==> config.mk <==
export PLATFORM = sky130hd
export DESIGN_NAME = pwr_stage_regs
export DESIGN_NICKNAME = d
export VERILOG_FILES = /design/src/rtl/pwr_stage_regs.sv
export SDC_FILE = /design/constraint.sdc
export NUM_CORES = 1
export LEC_CHECK = 0
export BUFFER_PORTS_ARGS = -buffer_cell sky130_fd_sc_hd__buf_2
export CELL_PAD_IN_SITES_DETAIL_PLACEMENT = 1
export CELL_PAD_IN_SITES_GLOBAL_PLACEMENT = 1
export CORE_UTILIZATION = 31
export DETAILED_ROUTE_END_ITERATION = 12
export HOLD_SLACK_MARGIN = 0.12
export PLACE_DENSITY = 0.79
export SLEW_MARGIN = 20
export SYNTH_ARGS = -nofsm -noshare
export SYNTH_HDL_FRONTEND = slang
export SYNTH_SLANG_ARGS = --single-unit
==> constraint.sdc <==
create_clock -name clk -period 2.6 [get_ports clk]
set_input_delay 0.52 -clock clk [delete_from_list [all_inputs] [get_ports clk]]
set_output_delay 0.52 -clock clk [all_outputs]
set_load 0.02 [all_outputs]
==> src/rtl/pwr_stage_regs.sv <==
module pwr_stage_regs #(
  parameter int AW = 8,
  parameter int DW = 8,
  parameter logic [AW-1:0] PWR_ADDR  = 8'h01,
  parameter logic [AW-1:0] CTRL_ADDR = 8'h03,
  parameter logic [AW-1:0] STAT_ADDR = 8'h0C
) (
  input  logic          clk,
  input  logic          rst_n,
  input  logic [AW-1:0] bus_addr,
  input  logic [DW-1:0] bus_wdata,
  input  logic          bus_we,
  input  logic          bus_re,
  output logic [DW-1:0] bus_rdata,
  input  logic          sup_oc_in,
  input  logic          lin_ilim_in,
  input  logic          lv_flag_in,
  input  logic          hv_flag_in,
  input  logic          hb_oc_in,
  input  logic          ht_flag_in,
  input  logic          ht_rst_en_in,
  output logic          stage_en,
  output logic [1:0]    slew_sel,
  output logic [2:0]    ilim_sel,
  output logic          sup_out_en
);

  logic       stage_q;
  logic [1:0] slew_q;
  logic       sup_on_q;
  logic [2:0] ilim_q;
  logic       oc_flag;
  logic [DW-1:0] rd_mux;

  wire wr_ctrl = bus_we && (bus_addr == CTRL_ADDR);
  wire wr_pwr  = bus_we && (bus_addr == PWR_ADDR);
  wire oc_clr  = bus_we && (bus_addr == STAT_ADDR) && bus_wdata[5];
  wire ovt_off = ht_flag_in && ht_rst_en_in;

  always_ff @(posedge clk) begin
    if (!rst_n) begin
      stage_q  <= 1'b0;
      slew_q   <= 2'b00;
      sup_on_q <= 1'b0;
      ilim_q   <= 3'b000;
    end else begin
      if (wr_ctrl) begin
        stage_q <= bus_wdata[7];
        slew_q  <= bus_wdata[6:5];
      end
      if (wr_pwr) begin
        sup_on_q <= bus_wdata[7];
        ilim_q   <= bus_wdata[2:0];
      end
    end
  end

  always_ff @(posedge clk) begin
    if (!rst_n)         oc_flag <= 1'b0;
    else if (sup_oc_in) oc_flag <= 1'b1;
    else if (oc_clr)    oc_flag <= 1'b0;
  end

  always_comb begin
    rd_mux = '0;
    if (bus_addr == CTRL_ADDR)
      rd_mux = {stage_q, slew_q, 5'b0};
    else if (bus_addr == PWR_ADDR)
      rd_mux = {sup_on_q, 4'b0, ilim_q};
    else if (bus_addr == STAT_ADDR)
      rd_mux = {1'b0, lin_ilim_in, oc_flag, 1'b0,
                lv_flag_in, hv_flag_in, hb_oc_in, ht_flag_in};
  end

  always_ff @(posedge clk) begin
    if (!rst_n)      bus_rdata <= '0;
    else if (bus_re) bus_rdata <= rd_mux;
    else             bus_rdata <= '0;
  end

  assign stage_en   = stage_q;
  assign slew_sel   = slew_q;
  assign ilim_sel   = ilim_q;
  assign sup_out_en = stage_q && sup_on_q && !oc_flag && !sup_oc_in && !ovt_off;

endmodule


==> impl_results.md <==
* Critical Path Source Type: register
* Crit Reg-Reg Endpoint: oc_flag
* Initial Util at 34.3%
* Min cycle time layout at 1890 ps
* Synth Net Count at 100
* Hold Path Class: input port to register
* Initial antenna violation count at 0
* Final core area utilization at 45.3%
* Worst Path Max Fanout at 4
* Via count of the first global-routing pass at 659
* Leak at 0.429 nW
* Synth top area share at 43.3%
* Synth Register Bits at 15
* Routed wire length at 1770 microns
* Worst endpoint data arrival time at 1370 ps
* WHS Path Cells at 3
* Max Slew Vio Count at 0
* First-pass DRT Iterations at 4
* Share of layout cells above drive strength 1 at 41.4%
* Maximum VDD drop at 172 uV
* Max Fclk at 529 MHz
* Via density at 4.84
* Crit. Startpoint: stage_en
* Clock Tree Root: clkbuf_4
* Syn-to-layout area delta at 32.1%
* P_int at 0.311 mW
* DR iter-0 viols at 7
* CTS Hold Buffers Added at 0
* Placer Congestion at 0.747
* RSZ-0062 raised after global routing: false
* Layout Cells excl Fill at 138
* NetSw at 0.0982 mW
* Sw Share at 24.0%
* Commonest non-fill, non-tap cell in the layout: buf_2
* Hold WS at 476 ps
* CTS Buf Count at 3
* First-pass GRT wire length at 2990 microns
* Final setup fails at 0
* Final instance area at 916 sq um
* Detailed Place HPWL at 1420 microns
* Total power at 0.410 mW
* Io pins at 42
* Core box area at 2020 sq um
* Syn_area_per_cell at 9.50 sq um
* Cell Area, Synth at 693 sq um
* Nets at 139
* Slowest CP cell: dfxtp_1
* Kind of end point of the critical path: primary output
* Worst Hold End: slew_sel[1]
* Rows at 16
* Worst setup margin at 710 ps
* Setup Slack @ Placement at 752 ps
* Critical R2R Launch: oc_flag
* Inst Count DP at 134
* Die Width at 49.3 microns
* Register area share after synthesis at 43.3%
* PD cells at 447 nW/um^2
* Post-DRT Antenna Nets at 0
* Fin Setup TNS at 0 ps
* Seq pwr share at 56.6%
* Cell accounting for the most synthesized area: dfxtp_1
* TritonCTS clock tree: built
* Post_cts resized at 0
* Kind of critical path: register to primary output
* Max-cap check violation count at 0
* # DRC at 0
* Largest net degree at the start of global routing at 17
* # clock sinks at 15
* Reg2Reg Setup Slack at 1850 ps
* Routed len/inst at 12.8 microns
* ANT cells at 0
* CP peak stage delay at 390 ps
* Worst endpoint required time at 2080 ps
* DR vias at 668
* Final hold violation count at 0
* Post-CTS Repair Setup Buffers at 0
* Buffers on Ports at 38
* Die ar. at 2430 sq um
* Chip Height at 49.3 microns
* Leading post-synthesis cells by cell area: dfxtp_1 43%, mux2i_1 12%, nand2_1 8.7%
* Source of the worst hold timing path: bus_wdata[6]
* Remaining Overflow, GRT at 0
* Comb power frac at 11.1%
* Clock tree buffer depth at 2
* FF-to-FF path depth at 2
* Gate Count Post-Synth at 73
* DP Area at 890 sq um
* Clock-pin slew on the worst setup and hold paths at 90 ps
* Clock power frac at 32.3%
* Setup Skew at 2.65 ps
* Status: complete, no violations
* Critical-path cell list: nand2_1 -> a2111oi_0 -> buf_2
* Netlist cell types at 23
* Worst skew pair latency at 280 ps
* Synth warn at 0
* Most frequent cells in the layout: 38 x buf_2, 16 x nand2_1, 15 x dfxtp_1
* Fill cell count at 261
* Total GRT Usage at 16.0%
* H-tree levels at 1
* Final Cycle Share at 72.7%
==> synth_stat cells <==
cell type / number
a21oi_1: 5
and2_1: 1
inv_1: 1
nor4_4: 1
nor3b_4: 1
and4b_1: 1
clkbuf_1: 1
nor3_1: 1
nor4bb_4: 1
conb_1: 1
buf_4: 2
buf_6: 1
nand2_1: 16
and4_1: 1
mux2i_1: 8
a41oi_1: 1
nand4_1: 3
a2111oi_0: 1
a31o_2: 1
dfxtp_1: 15
buf_2: 1
nand3_1: 8
o21ai_0: 1
==> worst max path at each step <==
stage	slack, ps	endpoint	depth (start not counted)
after floorplan	420	sup_out_en	1
after global placement	780	ilim_sel[0]	4
after detailed placement	750	ilim_sel[2]	4
after CTS	690	sup_out_en	3
after global routing	620	sup_out_en	3
final	710	sup_out_en	3
==> power groups by stage <==
stage | combinational, mW | sequential, mW | clock, mW
2_1_floorplan | 0.0204 | 0.237 | 0
6_report | 0.0456 | 0.232 | 0.132
5_1_grt | 0.0504 | 0.232 | 0.149
3_5_place_dp | 0.0458 | 0.237 | 0
3_3_place_gp | 0.0450 | 0.237 | 0
4_1_cts | 0.0460 | 0.232 | 0.139
==> cell type report <==
cell class / count / area, sq um / share of cell area (%)
clock buffers: 4 / 26.3 / 2.87
inverters: 1 / 3.75 / 0.410
multi-input cells: 52 / 354 / 38.7
flip-flops and latches: 15 / 300 / 32.8
well taps: 27 / 33.8 / 3.69
repair buffers: 39 / 198 / 21.6
==> worst max-delay path: cells and delay by family, from the launching register on <==
family	cells	cell delay [ps]
flip-flops	1	390
AO/OA/AOI/OAI	1	380
buffers and inverters	1	230
AND/OR/NAND/NOR	1	90
==> cell families (layout without fill, tap and decap cells) <==
logic type             count (synthesis)  count (layout)  synth area share, %
and+or+nand+nor                       34              34                 30.9
other                                  1               1                0.541
muxes                                  8               8                 11.6
DFF                                   15              15                 43.3
buffers and inverters                  6              44                 5.59
AOI/OAI and AO/OA                      9               9                 8.12
==> sequential cells by signal, indices dropped and copies added, names as in the netlist <==
name and cells:
stage_en 1, sup_on_q 1, slew_sel 2, bus_rdata 7
oc_flag 1, ilim_sel 3
==> routing by layer <==
metal	vias to the layer above	routed length [microns]	GRT usage, %
li1	335	-	-
met1	310	785	19.3
met2	21	870	27.2
met3	2	102	3.12
met4	0	14	7.35
met5	-	0	0
No activity file was read; power rests on OpenSTA's default activity.
